File: src/rtl/hpd_pkg.sv
package hpd_pkg;

    typedef enum logic [1:0] {
        ST_OFF  = 2'd0,
        ST_WARM = 2'd1,
        ST_ACT  = 2'd2,
        ST_REST = 2'd3
    } hpd_state_e;

    // Control word, MSB first: [5:4] thr_sel, [3] rest_long, [2] warm_long,
    // [1] act_long, [0] det_en
    typedef struct packed {
        logic [1:0] thr_sel;
        logic       rest_long;
        logic       warm_long;
        logic       act_long;
        logic       det_en;
    } hpd_ctl_t;

    localparam int          CTL_W   = $bits(hpd_ctl_t);
    localparam int          CHAN_W  = 2;
    localparam logic [5:0]  CTL_RST = 6'h10;

    // Reference code: top bit set, select in bits [6:5]
    function automatic logic [7:0] thr_code(input logic [1:0] sel);
        return {1'b1, sel, 5'b00000};
    endfunction

endpackage

File: src/rtl/hpd_sync.sv
module hpd_sync #(
    parameter int W = 2
) (
    input  logic         clk,
    input  logic         rst_n,
    input  logic [W-1:0] din,
    output logic [W-1:0] dout
);

    for (genvar g = 0; g < W; g++) begin : g_bit
        logic meta_q;
        logic sync_q;
        always_ff @(posedge clk or negedge rst_n) begin
            if (!rst_n) begin
                meta_q <= 1'b0;
                sync_q <= 1'b0;
            end else begin
                meta_q <= din[g];
                sync_q <= meta_q;
            end
        end
        assign dout[g] = sync_q;
    end

endmodule

File: src/rtl/hpd_timer.sv
module hpd_timer #(
    parameter int CNT_W = 32
) (
    input  logic             clk,
    input  logic             rst_n,
    input  logic             load,
    input  logic [CNT_W-1:0] load_val,
    output logic             zero
);

    logic [CNT_W-1:0] cnt_q;

    always_ff @(posedge clk or negedge rst_n) begin
        if (!rst_n) begin
            cnt_q <= '0;
        end else if (load) begin
            cnt_q <= load_val;
        end else if (cnt_q != '0) begin
            cnt_q <= cnt_q - 1'b1;
        end
    end

    assign zero = (cnt_q == '0);

    AST_TMR_STICKY_ZERO: assert property (@(posedge clk) disable iff (!rst_n)
        (!load && zero) |=> zero);

endmodule

File: src/rtl/hpd_regs.sv
module hpd_regs
    import hpd_pkg::*;
(
    input  logic              clk,
    input  logic              rst_n,
    input  logic              ctl_we,
    input  logic [CTL_W-1:0]  ctl_wdata,
    input  logic              clr_we,
    input  logic [CHAN_W-1:0] clr_mask,
    input  logic              smp_stb,
    input  logic [CHAN_W-1:0] smp_chan,
    output hpd_ctl_t          ctl,
    output logic [CHAN_W-1:0] sts,
    output logic              irq
);

    hpd_ctl_t          ctl_q;
    logic [CHAN_W-1:0] sts_q;
    logic              irq_q;

    always_ff @(posedge clk or negedge rst_n) begin
        if (!rst_n) begin
            ctl_q <= hpd_ctl_t'(CTL_RST);
        end else if (ctl_we) begin
            ctl_q <= hpd_ctl_t'(ctl_wdata);
        end
    end

    always_ff @(posedge clk or negedge rst_n) begin
        if (!rst_n) begin
            sts_q <= '0;
            irq_q <= 1'b0;
        end else if (smp_stb) begin
            sts_q <= smp_chan;
            irq_q <= (smp_chan != sts_q);
        end else begin
            irq_q <= 1'b0;
            if (clr_we) begin
                sts_q <= sts_q & ~clr_mask;
            end
        end
    end

    assign ctl = ctl_q;
    assign sts = sts_q;
    assign irq = irq_q;

    AST_IRQ_ONE_CYCLE: assert property (@(posedge clk) disable iff (!rst_n)
        irq_q |=> !irq_q);
    AST_NO_IRQ_SAME: assert property (@(posedge clk) disable iff (!rst_n)
        (smp_stb && (smp_chan == sts_q)) |=> !irq_q);
    AST_W1C_CLEARS: assert property (@(posedge clk) disable iff (!rst_n)
        (clr_we && !smp_stb) |=> ((sts_q & $past(clr_mask)) == '0));
    AST_STS_HOLD: assert property (@(posedge clk) disable iff (!rst_n)
        (!smp_stb && !clr_we) |=> $stable(sts_q));

endmodule

File: src/rtl/hpd_fsm.sv
module hpd_fsm
    import hpd_pkg::*;
#(
    parameter int unsigned WARM_SHORT = 32'd2097152,
    parameter int unsigned WARM_LONG  = 32'd4194304,
    parameter int unsigned ACT_SHORT  = 32'd64,
    parameter int unsigned ACT_LONG   = 32'd128,
    parameter int unsigned REST_SHORT = 32'd1073741824,
    parameter int unsigned REST_LONG  = 32'd2147483648,
    parameter int          CNT_W      = 32
) (
    input  logic             clk,
    input  logic             rst_n,
    input  hpd_ctl_t         ctl,
    input  logic             tmr_zero,
    output logic             tmr_load,
    output logic [CNT_W-1:0] tmr_val,
    output logic             smp_stb,
    output logic             sense_on
);

    localparam logic [CNT_W-1:0] WARM_S_V = CNT_W'(WARM_SHORT - 1);
    localparam logic [CNT_W-1:0] WARM_L_V = CNT_W'(WARM_LONG  - 1);
    localparam logic [CNT_W-1:0] ACT_S_V  = CNT_W'(ACT_SHORT  - 1);
    localparam logic [CNT_W-1:0] ACT_L_V  = CNT_W'(ACT_LONG   - 1);
    localparam logic [CNT_W-1:0] REST_S_V = CNT_W'(REST_SHORT - 1);
    localparam logic [CNT_W-1:0] REST_L_V = CNT_W'(REST_LONG  - 1);

    hpd_state_e       state_q;
    hpd_state_e       state_d;
    logic [CNT_W-1:0] warm_len;
    logic [CNT_W-1:0] act_len;
    logic [CNT_W-1:0] rest_len;

    assign warm_len = ctl.warm_long ? WARM_L_V : WARM_S_V;
    assign act_len  = ctl.act_long  ? ACT_L_V  : ACT_S_V;
    assign rest_len = ctl.rest_long ? REST_L_V : REST_S_V;

    // State register
    always_ff @(posedge clk or negedge rst_n) begin
        if (!rst_n) begin
            state_q <= ST_OFF;
        end else begin
            state_q <= state_d;
        end
    end

    // Next state, interval load and sample strobe
    always_comb begin
        state_d  = state_q;
        tmr_load = 1'b0;
        tmr_val  = '0;
        smp_stb  = 1'b0;
        unique case (state_q)
            ST_OFF: begin
                if (ctl.det_en) begin
                    state_d  = ST_WARM;
                    tmr_load = 1'b1;
                    tmr_val  = warm_len;
                end
            end
            ST_WARM: begin
                if (!ctl.det_en) begin
                    state_d = ST_OFF;
                end else if (tmr_zero) begin
                    state_d  = ST_ACT;
                    tmr_load = 1'b1;
                    tmr_val  = act_len;
                end
            end
            ST_ACT: begin
                if (!ctl.det_en) begin
                    state_d = ST_OFF;
                end else if (tmr_zero) begin
                    state_d  = ST_REST;
                    tmr_load = 1'b1;
                    tmr_val  = rest_len;
                    smp_stb  = 1'b1;
                end
            end
            ST_REST: begin
                if (!ctl.det_en) begin
                    state_d = ST_OFF;
                end else if (tmr_zero) begin
                    state_d  = ST_WARM;
                    tmr_load = 1'b1;
                    tmr_val  = warm_len;
                end
            end
            default: state_d = ST_OFF;
        endcase
    end

    // Outputs
    always_comb begin
        sense_on = (state_q == ST_WARM) || (state_q == ST_ACT);
    end

    AST_OFF_WHEN_DIS: assert property (@(posedge clk) disable iff (!rst_n)
        !ctl.det_en |=> (state_q == ST_OFF));
    AST_SMP_ENDS_ACT: assert property (@(posedge clk) disable iff (!rst_n)
        smp_stb |=> (state_q == ST_REST));
    AST_WARM_FROM_OFF: assert property (@(posedge clk) disable iff (!rst_n)
        ((state_q == ST_OFF) && (state_d != ST_OFF)) |=> (state_q == ST_WARM));

endmodule

File: src/rtl/hpd_seq.sv
module hpd_seq
    import hpd_pkg::*;
#(
    parameter int unsigned WARM_SHORT = 32'd2097152,
    parameter int unsigned WARM_LONG  = 32'd4194304,
    parameter int unsigned ACT_SHORT  = 32'd64,
    parameter int unsigned ACT_LONG   = 32'd128,
    parameter int unsigned REST_SHORT = 32'd1073741824,
    parameter int unsigned REST_LONG  = 32'd2147483648
) (
    input  logic        clk,
    input  logic        rst_n,
    input  logic        ctl_we,
    input  logic [5:0]  ctl_wdata,
    output logic [5:0]  ctl_rdata,
    input  logic        sts_clr_we,
    input  logic [1:0]  sts_clr_mask,
    input  logic        cmp_blue,
    input  logic        cmp_green,
    output logic [1:0]  sts_chan,
    output logic        hp_irq,
    output logic        sense_on,
    output logic [7:0]  vref_code
);

    localparam int CNT_W = $clog2(REST_LONG) + 1;

    hpd_ctl_t          ctl;
    logic [CHAN_W-1:0] chan_sync;
    logic              tmr_load;
    logic [CNT_W-1:0]  tmr_val;
    logic              tmr_zero;
    logic              smp_stb;

    hpd_sync #(.W(CHAN_W)) sync_i (
        .clk   (clk),
        .rst_n (rst_n),
        .din   ({cmp_green, cmp_blue}),
        .dout  (chan_sync)
    );

    hpd_timer #(.CNT_W(CNT_W)) timer_i (
        .clk      (clk),
        .rst_n    (rst_n),
        .load     (tmr_load),
        .load_val (tmr_val),
        .zero     (tmr_zero)
    );

    hpd_fsm #(
        .WARM_SHORT (WARM_SHORT),
        .WARM_LONG  (WARM_LONG),
        .ACT_SHORT  (ACT_SHORT),
        .ACT_LONG   (ACT_LONG),
        .REST_SHORT (REST_SHORT),
        .REST_LONG  (REST_LONG),
        .CNT_W      (CNT_W)
    ) fsm_i (
        .clk      (clk),
        .rst_n    (rst_n),
        .ctl      (ctl),
        .tmr_zero (tmr_zero),
        .tmr_load (tmr_load),
        .tmr_val  (tmr_val),
        .smp_stb  (smp_stb),
        .sense_on (sense_on)
    );

    hpd_regs regs_i (
        .clk       (clk),
        .rst_n     (rst_n),
        .ctl_we    (ctl_we),
        .ctl_wdata (ctl_wdata),
        .clr_we    (sts_clr_we),
        .clr_mask  (sts_clr_mask),
        .smp_stb   (smp_stb),
        .smp_chan  (chan_sync),
        .ctl       (ctl),
        .sts       (sts_chan),
        .irq       (hp_irq)
    );

    assign ctl_rdata = ctl;
    assign vref_code = thr_code(ctl.thr_sel);

    AST_IRQ_NEEDS_EN: assert property (@(posedge clk) disable iff (!rst_n)
        hp_irq |-> $past(ctl.det_en));
    AST_DARK_WHEN_DIS: assert property (@(posedge clk) disable iff (!rst_n)
        !ctl.det_en |=> !sense_on);

endmodule

File: config.mk
export PLATFORM = sky130hd
export DESIGN_NAME = hpd_seq
export DESIGN_NICKNAME = d
export VERILOG_FILES = /design/src/rtl/hpd_pkg.sv /design/src/rtl/hpd_sync.sv /design/src/rtl/hpd_timer.sv /design/src/rtl/hpd_regs.sv /design/src/rtl/hpd_fsm.sv /design/src/rtl/hpd_seq.sv
export SDC_FILE = /design/constraint.sdc
export NUM_CORES = 1
export LEC_CHECK = 0
export BUFFER_PORTS_ARGS = -buffer_cell sky130_fd_sc_hd__clkbuf_2
export CAP_MARGIN = 20
export CORE_ASPECT_RATIO = 1.75
export CORE_MARGIN = 3
export CORE_UTILIZATION = 47
export DETAILED_ROUTE_END_ITERATION = 10
export GPL_TIMING_DRIVEN = 0
export PLACE_DENSITY = 0.73
export SLEW_MARGIN = 20
export SYNTH_ARGS = -nofsm -noshare
export SYNTH_HDL_FRONTEND = slang
export SYNTH_HIERARCHICAL = 1
export SYNTH_SLANG_ARGS = --single-unit
File: constraint.sdc
create_clock -name clk -period 3.9 [get_ports clk]
set_input_delay 0.78 -clock clk [delete_from_list [all_inputs] [get_ports clk]]
set_output_delay 0.78 -clock clk [all_outputs]
set_load 0.02 [all_outputs]
# Yosys cells after proc, flatten, opt, wreduce, memory -nomap -nowiden
# Index checks and enable logic that the tools add are counted.
[word_totals]
reg_bits = 47
latchBits = 0
ramBits = 0
mem_bits_ro = 0
mem_count = 0
[classes]
n_addsub = 1
n_mul = 0
div = 0
order_cmp = 0
eq_ne = 8
n_shift = 0
mux = 29
bitwise_logic = 2
reduce_logical = 8
[ops]
columns = ["operator", "n"]
rows = [
  ["32-bit two-way mux", 9],
  ["32-bit one-hot mux with 4 select lines", 1],
  ["32-bit zero test", 1],
  ["32-bit nonzero test", 1],
  ["32-bit by 1-bit subtractor with 32-bit output (second input constant)", 1],
  ["31-bit two-way mux", 1],
  ["22-bit two-way mux", 1],
  ["2-bit two-way mux", 9],
  ["3-bit != test (second input constant)", 3],
  ["2-bit one-hot mux with 4 select lines", 1],
  ["7-bit two-way mux", 1],
  ["1-bit two-way mux", 5],
  ["2-bit == test (second input constant)", 2],
  ["4-bit AND reduction", 1],
  ["2-bit nonzero test", 2],
  ["3-bit OR reduction", 1],
  ["2-bit bitwise AND", 1],
  ["2-bit by 1-bit == test with 1-bit output (second input constant)", 1],
  ["2-bit zero test", 1],
  ["2-bit by 1-bit != test with 1-bit output (second input constant)", 1],
  ["2-bit != test", 1],
  ["2-bit NOT", 1],
  ["1-bit one-hot mux with 2 select lines", 1],
  ["1-bit logical OR", 1],
]

# Longest topological paths before layout
# Gate-level depths: netlist (run 1).
[logic_depth]
word_depth = 5
ltp_mapped = 11
depth_no_buf = 10

# By module
# The synthesis (run 1) kept the hierarchy.
[modules_own_cells]
columns = ["module", "instances", "cells_per_inst", "area_per_inst_um2", "seq_area_each_um2"]
rows = [
  ["hpd_timer", 1, 209, 1893.1, 800.8],
  ["hpd_fsm", 1, 61, 505.5, 50.0],
  ["hpd_regs", 1, 25, 390.4, 226.5],
  ["hpd_sync", 1, 6, 115.1, 100.1],
  ["hpd_seq", 1, 10, 67.6, 0.0],
]

# Worst setup path before layout (run 1)
# OpenSTA, ideal clock, no wires.
[synth_timing]
kind = "reg2reg"
startpoint = "register timer_i.cnt_q[0]"
endpoint = "register timer_i.cnt_q[9]"
arrival_ns = 3.027
required_time_ns = 3.790
setup_slack_ns = 0.763
path_stages_with_launch = 12
n_path_buf = 2
period_less_slack_ns = 3.137
path_cell_list = "dfrtp_1 -> inv_1 -> ha_1 -> nor2b_1 -> nand4_2 -> nor3_4 -> buf_2 -> o21ai_0 -> a21boi_0 -> buf_4 -> a21oi_1 -> o41ai_1"
[synth_between]
elab_chain_cells = 5
elab_cells_between_ends = 14
[synth_lines]
columns = ["item", "line_no", "rtl"]
rows = [
  ["start: declaration", "hpd_timer.sv:11", "logic [CNT_W-1:0] cnt_q;"],
  ["start signal: assignment", "hpd_timer.sv:17", "cnt_q <= load_val;"],
  ["start signal: assignment", "hpd_timer.sv:19", "cnt_q <= cnt_q - 1'b1;"],
  ["32-bit zero test *", "hpd_timer.sv:23", "assign zero = (cnt_q == '0);"],
  ["net tmr_zero", "hpd_seq.sv:32", "logic tmr_zero;"],
  ["32-bit two-way mux (on tied branches)", "hpd_fsm.sv:84, hpd_fsm.sv:74", ""],
  ["32-bit two-way mux (on tied branches)", "hpd_fsm.sv:82, hpd_fsm.sv:72", ""],
  ["32-bit one-hot mux with 4 select lines *", "hpd_fsm.sv:54", "unique case (state_q)"],
  ["net tmr_val[9]", "hpd_seq.sv:31", "logic [CNT_W-1:0] tmr_val;"],
  ["32-bit two-way mux *", "hpd_timer.sv:16", "end else if (load) begin"],
]
# The timed path passes the listed nets; every way through them passes the cells marked *. The select of a mux whose other input is x is not followed.
# A chain may end at the register's enable or synchronous reset.

# Final worst setup path (run 1)
[layout_timing]
startpoint = "register timer_i.cnt_q[0]"
endpoint = "register timer_i.cnt_q[13]"
[layout_between]
elab_chain_cells = 5
elab_cells_between_ends = 14
[layout_lines]
columns = ["item", "line_no", "rtl"]
rows = [
  ["32-bit zero test *", "hpd_timer.sv:23", ""],
  ["net tmr_zero", "hpd_seq.sv:32", ""],
  ["1-bit two-way mux *", "hpd_fsm.sv:65, hpd_fsm.sv:74, hpd_fsm.sv:84", ""],
  ["1-bit two-way mux *", "hpd_fsm.sv:82", "if (!ctl.det_en) begin"],
  ["1-bit one-hot mux with 2 select lines *", "hpd_fsm.sv:54", ""],
  ["net tmr_load", "hpd_seq.sv:30", "logic tmr_load;"],
  ["32-bit two-way mux / 2-bit nonzero test (equally long branches)", "--", ""],
]
# Marks and branches as above.

==> impl_results.md, run 1 <==
- Outcome: complete, no violations
- Clock latency at the later pin of the worst-skew pair: 0.30 ns
- Clk Tree Root Cell: clkbuf_8
- Post-synthesis cell area: 0.002972 mm^2
- Number of flops mapped to enable cells by yosys: 0
- Die Y-Extent: 111.2 um
- Instance area after placement: 0.003214 mm^2
- Final Skew: 0.008942 ns
- Min Clock Period, post-route: 3.612 ns
- Post-Synthesis Cells: 311
- Worst-Margin Slew: 0.8097 ns
- Number of antenna violations at the first check in global routing: 0
- Flop and latch count out of synthesis: 47
- Endpoint kind of the worst setup timing path: flip-flop
- Count of antenna diodes in the layout: 0
- Hold_sp: sync_i/g_bit[1].meta_q
- Per-cell via count in the routed design: 5.387
- Via count of the first global-routing pass: 2377
- Most common cell in the netlist: dfrtp_1
- Count of unique library cells instantiated by Yosys: 53
- RSZ-0062 raised after global routing: false
- Yosys warns: 6
- Storage element area: 0.001177 mm^2
- I/O Buffers: 24
- DP Wirelength: 4709 um
- Fill cell instance count of the final layout: 570
- Global-route congestion overflow total: 0
- Fin crit share: 92.62%
- Fin area: 0.003333 mm^2
- DR vias: 2295
- Internal portion of total power: 1.241 mW
- Worst path most repeated cell: clkbuf_1
- Seq pwr share: 36.7%
- CTS max path bufs: 2
- Area of the multi-input gates: 0.001461 mm^2
- Achievable clock frequency: 276.8 MHz
- Kind of path behind the tightest hold check: reg -> reg
- Top Ports: 32
- Crit-path max FO: 17
- Width of the die: 66.11 um
- H-tree depth: 2
- Maximum capacitance violations: 0
- GRT Util Overall: 19.15%
- Launching point of the worst reg2reg path: timer_i/cnt_q[0]
- Critical path data required time: 4.11 ns
- Leading register cell type out of synthesis: dfrtp_1
- Nets@finish: 368
- DRC viols: 0
- Sequential area share after synthesis: 39.62%
- Gpl congestion: 0.8441
- Clock buffers created by TritonCTS: 5
- Kind of launch point of the worst setup path: flip-flop
- Overall die area: 0.007350 mm^2
- Starting utilization of the core area: 49.38%
- Sum of negative setup slack: 0 ns
- Sw frac: 39.88%
- Area share of the leading cell type in the synthesized netlist: 38.74%
- First-pass GRT wire length: 11050 um
- Share of flip-flops with an asynchronous set or reset: 100.0%
- Worst setup path category: reg -> reg
- Clock-pin slew on the worst setup and hold paths: 0.09 ns
- Cell row count: 37
- Remaining number of nets flagged by the antenna check after routing: 0
- Largest vdd supply drop: 0.0004140 V
- Arrival time worst endpoint: 3.82 ns
- CTS Hold Buffers Added: 0
- Total iterations of the first detailed-routing run: 4
- Net switching power figure: 0.8235 mW
- Total core area: 0.006018 mm^2
- Longest individual stage delay on the worst path: 0.50 ns
- Biggest area consumer among synthesized cells: dfrtp_1
- Worst slack at placement: 0.3036 ns
- CTS resizes: 0
- CTS tree: built
- Pin count of the biggest net entering global routing: 48
- Leakage power of the design: 1.502 nW
- Worst setup path start: timer_i/cnt_q[0]
- Portion of total power attributed to combinational logic: 45.5%
- P&R area growth vs syn: 12.17%
- Slew Limit Fails: 0
- Post CTS Setup Buffer Count: 0
- Area contributors post-synth: dfrtp_1 (39%), buf_4 (9.3%), xnor2_1 (6.5%)
- Part of the power in the clock network: 17.8%
- Number of design-rule violations left by the first detailed-router iteration: 84
- Setup slack after layout: 0.2879 ns
- Clock Sink Count: 47
- Routed len/inst: 14.90 um
- Most instantiated cells after synthesis: dfrtp_1 (46), buf_4 (37), nand2_1 (33), xnor2_1 (22), nor3_1 (19)
- Ratio of cells with drive above 1 in the final layout: 27.87%
- Final count of negative-setup-slack endpoints: 0
- Worst slew margin relative to its limit: 45.54%
- Average cell area after synthesis: 9.555 um^2
- Sequence of cells on the critical path: inv_1, ha_1, nor2b_1, nand4_2, nor3_4, buf_2, o21a_1, clkbuf_1, clkbuf_1, nand2_1, o31ai_1
- Slowest cell on crit path: nor3_4
- Total wirelength of the detailed-routed design: 6348 um
- Number of endpoints with negative hold slack in the final report: 0
- Pwr per Cell Area: 619.5 mW/mm^2
==> power by group through the flow <==
stage | Clock [mW] | Sequential, mW | Combinational, mW
2_1_floorplan | 0 | 0.739 | 0.731
3_3_place_gp | 0 | 0.757 | 0.904
3_5_place_dp | 0 | 0.763 | 0.930
4_1_cts | 0.383 | 0.755 | 0.939
5_1_grt | 0.401 | 0.778 | 1.05
6_report | 0.367 | 0.759 | 0.939
==> metal layers <==
layer | track usage, % | vias up | share of wire [%]
met5 | 0 | - | 0
met3 | 3.245 | 15 | 4.3
met2 | 33.71 | 63 | 55
met1 | 21.62 | 1093 | 38
li1 | - | 1124 | -
met4 | 8.820 | 0 | 2.7
==> worst paths after layout <==
check | to | slack [ns] | cells after the start
setup / recovery | timer_i/cnt_q[13] | 0.29 | 11
hold / removal | sync_i/g_bit[1].sync_q | 0.35 | 0
setup reg to reg | timer_i/cnt_q[13] | 0.29 | 11
hold reg to reg | sync_i/g_bit[1].sync_q | 0.35 | 0
max in group asynchronous | timer_i/cnt_q[16] | 2.94 | 1
min in group asynchronous | timer_i/cnt_q[4] | 0.53 | 1
==> kinds of logic after synthesis <==
family                   count (synthesis)  share of synthesized area (%)
multiplexers                            14                          5.853
AO/OA/AOI/OAI                           54                          12.80
buffers and inverters                   53                          11.71
AND/OR/NAND/NOR                        108                          19.33
XOR/XNOR                                25                          7.368
adder cells (fa/ha/maj)                  7                          2.947
flip-flops                              47                          39.62
other                                    3                         0.3789
==> registers in the layout (all words and copies together) (netlist names) <==
signal               cells
timer_i/cnt_q           32
sync_i/g_bit.sync_q      2
fsm_i/state_q            2
regs_i/ctl               6
sync_i/g_bit.meta_q      2
regs_i/irq               1
regs_i/sts               2
==> cell usage in the layout (no fill, tap or decap), types with 11 or more instances in the layout <==
cell | Yosys | routed
dfrtp_1 | 46 | 46
buf_4 | 37 | 38
nand2_1 | 33 | 33
clkbuf_2 | 0 | 24
xnor2_1 | 22 | 22
nor3_1 | 19 | 19
o31ai_1 | 16 | 16
nor2_1 | 16 | 16
o21ai_0 | 11 | 11
==> critical path, delay by kind of cell, from the launching register on <==
family	cells	cell delay [ns]
adders and majority gates	1	0.21
AOI/OAI and AO/OA	2	0.34
and+or+nand+nor	4	1.17
DFF	1	0.42
buffers and inverters	4	1.37
==> area by class of cell <==
| type | count | share of cell area, % |
|---|---|---|
| repair buffers | 25 | 3.904 |
| inverters | 7 | 0.7883 |
| flip-flops and latches | 47 | 35.32 |
| plain buffers | 46 | 9.685 |
| clock inverters | 2 | 1.051 |
| well taps | 78 | 2.928 |
| multi-input cells | 215 | 43.84 |
| clock buffers | 6 | 2.477 |
==> stage by stage <==
step	hold slack [ns]	utilization (%)	total power, mW	instances
2_1_floorplan	0.3312	-	1.470	315
3_3_place_gp	0.3357	53.24	1.661	417
3_5_place_dp	0.3403	53.41	1.693	418
4_1_cts	0.3599	55.36	2.078	426
5_1_grt	0.3731	55.38	2.225	426
6_report	0.3540	55.38	2.065	426
No activity file was read; power rests on OpenSTA's default activity.
==> run 2, diff against run 1 <==
CTS_BUF_LIST = sky130_fd_sc_hd__clkbuf_8   (was not set)
PLACE_DENSITY = 0.77   (was 0.73)
==> run 2 against run 1 <==
Compared with the run above: global-route usage fell by 0.93 points; setup slack better by 0.044 ns; cell count unchanged; count of clock-buffer cells in the layout shrank 1; first-iteration DRC count is 25% lower; wire length decreased by 2.2%; die area is the same; clock power fell by 22%; hold slack improved by 0.0031 ns; flip-flop and latch count did not move; register-to-register slack improved by 0.04 ns; critical path type unchanged.
==> impl_results.md, run 2 (same netlist as run 1, synthesis figures left out) <==
- Setup slack after layout: 0.3321 ns (was 0.2879 ns)
- Worst setup path category: reg -> reg (unchanged)
- Fin area: 0.003299 mm^2 (was 0.003333 mm^2)
- Number of endpoints with negative hold slack in the final report: 0 (unchanged)
- DR vias: 2300 (was 2295)
- Leakage power of the design: 1.483 nW (was 1.502 nW)
- Final count of negative-setup-slack endpoints: 0 (unchanged)
- Seq pwr share: 38.2% (was 36.7%)
- Starting utilization of the core area: 49.38% (unchanged)
- Worst slack at placement: 0.3866 ns (was 0.3036 ns)
- CTS resizes: 0 (unchanged)
- Net switching power figure: 0.8210 mW (was 0.8235 mW)
- Kind of path behind the tightest hold check: reg -> reg (unchanged)
- Nets@finish: 368 (unchanged)
- Kind of launch point of the worst setup path: flip-flop (unchanged)
- CTS tree: built (unchanged)
- DP Wirelength: 4666 um (was 4709 um)
- Via count of the first global-routing pass: 2312 (was 2377)
- Endpoint kind of the worst setup timing path: flip-flop (unchanged)
- Number of antenna violations at the first check in global routing: 0 (unchanged)
- Register ranked first by flip-flop count: timer_i/cnt_q (unchanged)
- First-pass GRT wire length: 10490 um (was 11050 um)
- Sw frac: 41.54% (was 39.88%)
- Critical path data required time: 4.12 ns (was 4.11 ns)
- Arrival time worst endpoint: 3.79 ns (was 3.82 ns)
- RSZ-0062 raised after global routing: false (unchanged)
- Part of the power in the clock network: 14.6% (was 17.8%)
- Crit-path max FO: 17 (unchanged)
- Overall die area: 0.007350 mm^2 (unchanged)
- H-tree depth: 2 (unchanged)
- Portion of total power attributed to combinational logic: 47.2% (was 45.5%)
- Most frequent cells in the layout: dfrtp_1 (46), buf_4 (38), nand2_1 (33), clkbuf_2 (23), xnor2_1 (22) (was dfrtp_1 (46), buf_4 (38), nand2_1 (33), clkbuf_2 (24), xnor2_1 (22))
- CTS Hold Buffers Added: 0 (unchanged)
- Routed len/inst: 14.58 um (was 14.90 um)
- Outcome: complete, no violations (unchanged)
- Internal portion of total power: 1.155 mW (was 1.241 mW)
- Cell row count: 37 (unchanged)
- GRT Util Overall: 18.22% (was 19.15%)
- Flip-flop count of the largest register after layout: 32 (unchanged)
- Final core utilization: 54.82% (was 55.38%)
- Fin crit share: 91.48% (was 92.62%)
- Total wirelength of the detailed-routed design: 6210 um (was 6348 um)
- Post CTS Setup Buffer Count: 0 (unchanged)
- Clock buffers created by TritonCTS: 5 (unchanged)
- Clock latency at the later pin of the worst-skew pair: 0.31 ns (was 0.30 ns)
- DRC viols: 0 (unchanged)
- Largest vdd supply drop: 0.0004419 V (was 0.0004140 V)
- Most frequent standard cell in the layout excluding fill and tap cells: dfrtp_1 (unchanged)
- Number of design-rule violations left by the first detailed-router iteration: 63 (was 84)
- Achievable clock frequency: 280.3 MHz (was 276.8 MHz)
- Sum of negative setup slack: 0 ns (unchanged)
- Worst-Margin Slew: 0.8740 ns (was 0.8097 ns)
- Worst slew margin relative to its limit: 41.21% (was 45.54%)
- Clock-pin slew on the worst setup and hold paths: 0.10 ns (was 0.09 ns)
- Maximum capacitance violations: 0 (unchanged)
- Gpl congestion: 0.8571 (was 0.8441)
- Total iterations of the first detailed-routing run: 4 (unchanged)
- Min Clock Period, post-route: 3.568 ns (was 3.612 ns)
- Final Skew: 0.01573 ns (was 0.008942 ns)
- Pwr per Cell Area: 599.0 mW/mm^2 (was 619.5 mW/mm^2)
- Global-route congestion overflow total: 0 (unchanged)
- Pin count of the biggest net entering global routing: 48 (unchanged)
- Instance area after placement: 0.003214 mm^2 (unchanged)
- Slew Limit Fails: 0 (unchanged)
- P&R area growth vs syn: 11.03% (was 12.17%)
- Total core area: 0.006018 mm^2 (unchanged)
- Ratio of cells with drive above 1 in the final layout: 27.30% (was 27.87%)
- I/O Buffers: 24 (unchanged)
- Clk Tree Root Cell: clkbuf_8 (unchanged)
- Width of the die: 66.11 um (unchanged)
- Count of antenna diodes in the layout: 0 (unchanged)
- Die Y-Extent: 111.2 um (unchanged)
- Top Ports: 32 (unchanged)
- Per-cell via count in the routed design: 5.399 (was 5.387)
- CTS max path bufs: 2 (unchanged)
- Remaining number of nets flagged by the antenna check after routing: 0 (unchanged)
- Clock Sink Count: 47 (unchanged)
==> run 2: stage by stage <==
step           cells  hold slack, ns  power, mW
2_1_floorplan    315          0.3312      1.470
3_3_place_gp     417          0.3346      1.654
3_5_place_dp     418          0.3405      1.688
4_1_cts          426          0.3601      1.981
5_1_grt          426          0.3624      2.117
6_report         426          0.3571      1.976
==> run 2: cell type report <==
| cell class | instances | area (um^2) |
|---|---|---|
| inverters | 7 | 26.28 |
| well taps | 78 | 97.59 |
| multi-input cells | 215 | 1461 |
| clock buffers | 5 | 68.82 |
| clock inverters | 3 | 16.27 |
| fillers | 562 | 2719 |
| plain buffers | 46 | 321.6 |
| flip-flops and latches | 47 | 1177 |
| repair buffers | 25 | 130.1 |
==> run 2: power groups by stage <==
stage               clock network, mW  registers [mW]  logic [mW]
floorplan                           0           0.739       0.731
global placement                    0           0.756       0.899
detailed placement                  0           0.762       0.926
CTS                             0.296           0.753       0.931
global route                    0.313           0.774        1.03
finish                          0.288           0.756       0.933
==> run 2: routing by layer <==
layer  vias to the layer above  GRT usage, %  part of all wire (%)
met5                         -             0                     0
met4                         0         7.598                   3.1
met3                        17         3.144                   4.2
met2                        66         33.05                    54
met1                      1092         19.97                    39
li1                       1125             -                     -
==> run 2: critical path, stage by stage (launching register included) <==
cell and delay [ns]:
dfrtp_1 0.42, inv_1 0.10, ha_1 0.20, nor2b_1 0.27
nand4_2 0.23, nor3_4 0.50, buf_2 0.39, o21a_1 0.24
clkbuf_1 0.39, clkbuf_1 0.49, nand2_1 0.12, o21ai_0 0.11
==> run 2: final timing paths <==
check                      slack [ns]              startpoint  depth (start not counted)                endpoint
max                              0.33        timer_i/cnt_q[0]                         11       timer_i/cnt_q[19]
min                              0.36  sync_i/g_bit[0].meta_q                          0  sync_i/g_bit[0].sync_q
max reg2reg                      0.33        timer_i/cnt_q[0]                         11       timer_i/cnt_q[19]
min reg2reg                      0.36  sync_i/g_bit[0].meta_q                          0  sync_i/g_bit[0].sync_q
max in group asynchronous        2.97                   rst_n                          1       timer_i/cnt_q[22]
min in group asynchronous        0.50                   rst_n                          1        timer_i/cnt_q[2]
==> run 3, diff against run 2 <==
RECOVER_POWER = 50   (was not set)
==> run 3 against run 2 <==
Compared with the run above: the run now ends with max-capacitance violations, max-slew violations left; via count is 1.0% lower; count of clock-buffer cells in the layout stayed put; combinational power is 0.6% lower; cell area is 0.91% lower; flip-flop and latch count stayed put; critical path type unchanged.
==> impl_results.md, run 3 (same netlist as run 1, synthesis figures left out) <==
- Outcome: finished with violations (was complete, no violations)
- Failing checks: max-capacitance violations, max-slew violations
- Final core utilization: 54.32% (was 54.82%)
- Achievable clock frequency: 279.9 MHz (was 280.3 MHz)
- Worst slew margin relative to its limit: -64.51% (was 41.21%)
- Non-filler cells in the finished layout: 426 (unchanged)
- Placed Instances: 418 (unchanged)
- Area of the multi-input gates: 0.001443 mm^2 (was 0.001461 mm^2)
- Arrival time worst endpoint: 3.79 ns (about the same)
- Total wirelength of the detailed-routed design: 6211 um (was 6210 um)
- Overall die area: 0.007350 mm^2 (unchanged)
- Slack of the worst reg-to-reg path: 0.33 ns (about the same)
- Fin area: 0.003269 mm^2 (was 0.003299 mm^2)
- Remaining number of nets flagged by the antenna check after routing: 0 (unchanged)
- CTS max path bufs: 2 (unchanged)
- CTS tree: built (unchanged)
- Net switching power figure: 0.8203 mW (was 0.8210 mW)
- Final count of negative-setup-slack endpoints: 0 (unchanged)
- H-tree depth: 2 (unchanged)
- Fill cell instance count of the final layout: 570 (was 562)
- Fin crit share: 91.61% (was 91.48%)
- Per-cell via count in the routed design: 5.345 (was 5.399)
- Leakage power of the design: 1.454 nW (was 1.483 nW)
- Setup slack after layout: 0.3271 ns (was 0.3321 ns)
- Global-route congestion overflow total: 0 (unchanged)
- CTS Hold Buffers Added: 0 (unchanged)
- Routed len/inst: 14.58 um (about the same)
- Worst-Margin Slew: 2.468 ns (was 0.8740 ns)
- DRC viols: 0 (unchanged)
- Nets@finish: 368 (unchanged)
- Worst slack at placement: 0.3866 ns (unchanged)
- Worst setup path category: reg -> reg (unchanged)
- Pin count of the biggest net entering global routing: 48 (unchanged)
- DR vias: 2277 (was 2300)
- Die Y-Extent: 111.2 um (unchanged)
- Top Ports: 32 (unchanged)
- Via count of the first global-routing pass: 2312 (unchanged)
- Kind of launch point of the worst setup path: flip-flop (unchanged)
- Critical path data required time: 4.12 ns (about the same)
- Most frequent cells in the layout: dfrtp_1 (46), buf_4 (38), nand2_1 (33), clkbuf_2 (23), xnor2_1 (22) (unchanged)
- Count of antenna diodes in the layout: 0 (unchanged)
- Clock-pin slew on the worst setup and hold paths: 0.10 ns (about the same)
- Register ranked first by flip-flop count: timer_i/cnt_q (unchanged)
- Launching point of the worst reg2reg path: timer_i/cnt_q[0] (unchanged)
- Final total power: 1.970 mW (was 1.976 mW)
- Busiest layer in global routing: met2 (unchanged)
- Worst setup path start: timer_i/cnt_q[0] (unchanged)
- Number of endpoints with negative hold slack in the final report: 0 (unchanged)
- Met3 GRT Util: 3.144% (unchanged)
- Total core area: 0.006018 mm^2 (unchanged)
- Slew Limit Fails: 48 (was 0)
- Storage element area: 0.001177 mm^2 (unchanged)
- Instance area after placement: 0.003214 mm^2 (unchanged)
- Post CTS Setup Buffer Count: 0 (unchanged)
- First-pass GRT wire length: 10490 um (unchanged)
- DP Wirelength: 4666 um (unchanged)
- Kind of path behind the tightest hold check: reg -> reg (unchanged)
- Worst path most repeated cell: clkbuf_1 (unchanged)
- Flip-flop count of the largest register after layout: 32 (unchanged)
- Number of design-rule violations left by the first detailed-router iteration: 69 (was 63)
- Sw frac: 41.64% (was 41.54%)
- I/O Buffers: 24 (unchanged)
- CTS resizes: 0 (unchanged)
- Largest vdd supply drop: 0.0004423 V (was 0.0004419 V)
- Gpl congestion: 0.8571 (unchanged)
- Total iterations of the first detailed-routing run: 4 (unchanged)
- Worst-case reg-to-reg path depth: 11 (unchanged)
- GRT Util Overall: 18.22% (unchanged)
- Crit-path max FO: 17 (unchanged)
- Clock buffers created by TritonCTS: 5 (unchanged)
- Maximum capacitance violations: 1 (was 0)
- Part of the power in the clock network: 14.7% (was 14.6%)
- Longest individual stage delay on the worst path: 0.51 ns (was 0.50 ns)
- Endpoint kind of the worst setup timing path: flip-flop (unchanged)
- Slowest cell on crit path: nor3_4 (unchanged)
- Min Hold Slack: 0.3571 ns (about the same)
- Seq pwr share: 38.3% (was 38.2%)
- End of the worst register-to-register path: timer_i/cnt_q[19] (unchanged)
- Clock Sink Count: 47 (unchanged)
- Sequence of cells on the critical path: inv_1, ha_1, nor2b_1, nand4_2, nor3_4, buf_2, o21a_1, clkbuf_1, clkbuf_1, nand2_1, o21ai_0 (unchanged)
- Width of the die: 66.11 um (unchanged)
- Clock latency at the later pin of the worst-skew pair: 0.31 ns (about the same)
- P&R area growth vs syn: 10.02% (was 11.03%)
- Starting utilization of the core area: 49.38% (unchanged)
- Min Clock Period, post-route: 3.573 ns (was 3.568 ns)
- Portion of total power attributed to combinational logic: 47.0% (was 47.2%)
- RSZ-0062 raised after global routing: false (unchanged)
- Capture point of the critical path: timer_i/cnt_q[19] (unchanged)
- Most frequent standard cell in the layout excluding fill and tap cells: dfrtp_1 (unchanged)
- Pwr per Cell Area: 602.6 mW/mm^2 (was 599.0 mW/mm^2)
- Clk Tree Root Cell: clkbuf_8 (unchanged)
- Ratio of cells with drive above 1 in the final layout: 25.29% (was 27.30%)
- GR met2 Demand/Resource: 33.05% (unchanged)
- Cell row count: 37 (unchanged)
- Number of antenna violations at the first check in global routing: 0 (unchanged)
- Sum of negative setup slack: 0 ns (unchanged)
- Internal portion of total power: 1.150 mW (was 1.155 mW)
- Final Skew: 0.01581 ns (was 0.01573 ns)
- Met1 usage: 19.97% (unchanged)
==> run 3: how the worst min path moves through the flow <==
stage	start	end	slack, ns	depth (start not counted)
6_report	sync_i/g_bit[0].meta_q	sync_i/g_bit[0].sync_q	0.36	0
5_1_grt	sync_i/g_bit[0].meta_q	sync_i/g_bit[0].sync_q	0.36	0
4_1_cts	sync_i/g_bit[0].meta_q	sync_i/g_bit[0].sync_q	0.36	0
3_5_place_dp	sync_i/g_bit[0].meta_q	sync_i/g_bit[0].sync_q	0.34	0
3_3_place_gp	sync_i/g_bit[0].meta_q	sync_i/g_bit[0].sync_q	0.33	0
2_1_floorplan	sync_i/g_bit[0].meta_q	sync_i/g_bit[0].sync_q	0.33	0
==> run 3: per-layer routing <==
metal / vias up / share of wire, %
met5: - / 0
met4: 0 / 2.9
met3: 15 / 3.3
met2: 58 / 54
met1: 1082 / 40
li1: 1122 / -
==> run 3: area by class of cell <==
class | count | share of cell area [%]
Inverter | 7 | 0.8037
Timing Repair Buffer | 25 | 3.865
Clock buffer | 5 | 2.105
Clock inverter | 3 | 0.4975
Tap cell | 78 | 2.985
Buffer | 46 | 9.606
Sequential cell | 47 | 36.01
Multi-Input combinational cell | 215 | 44.13
==> run 3: critical path, delay by kind of cell (launching register included) <==
family / cells / cell delay, ns
compound gates: 2 / 0.34
fa+ha+maj: 1 / 0.20
flops: 1 / 0.42
simple gates: 4 / 1.13
buf+inv: 4 / 1.38
==> run 3: power by group through the flow <==
stage          Sequential, mW  Combinational [mW]  Clock, mW
2_1_floorplan           0.739               0.731          0
3_3_place_gp            0.756               0.899          0
3_5_place_dp            0.762               0.926          0
4_1_cts                 0.753               0.931      0.296
5_1_grt                 0.774                1.02      0.313
6_report                0.755               0.927      0.289
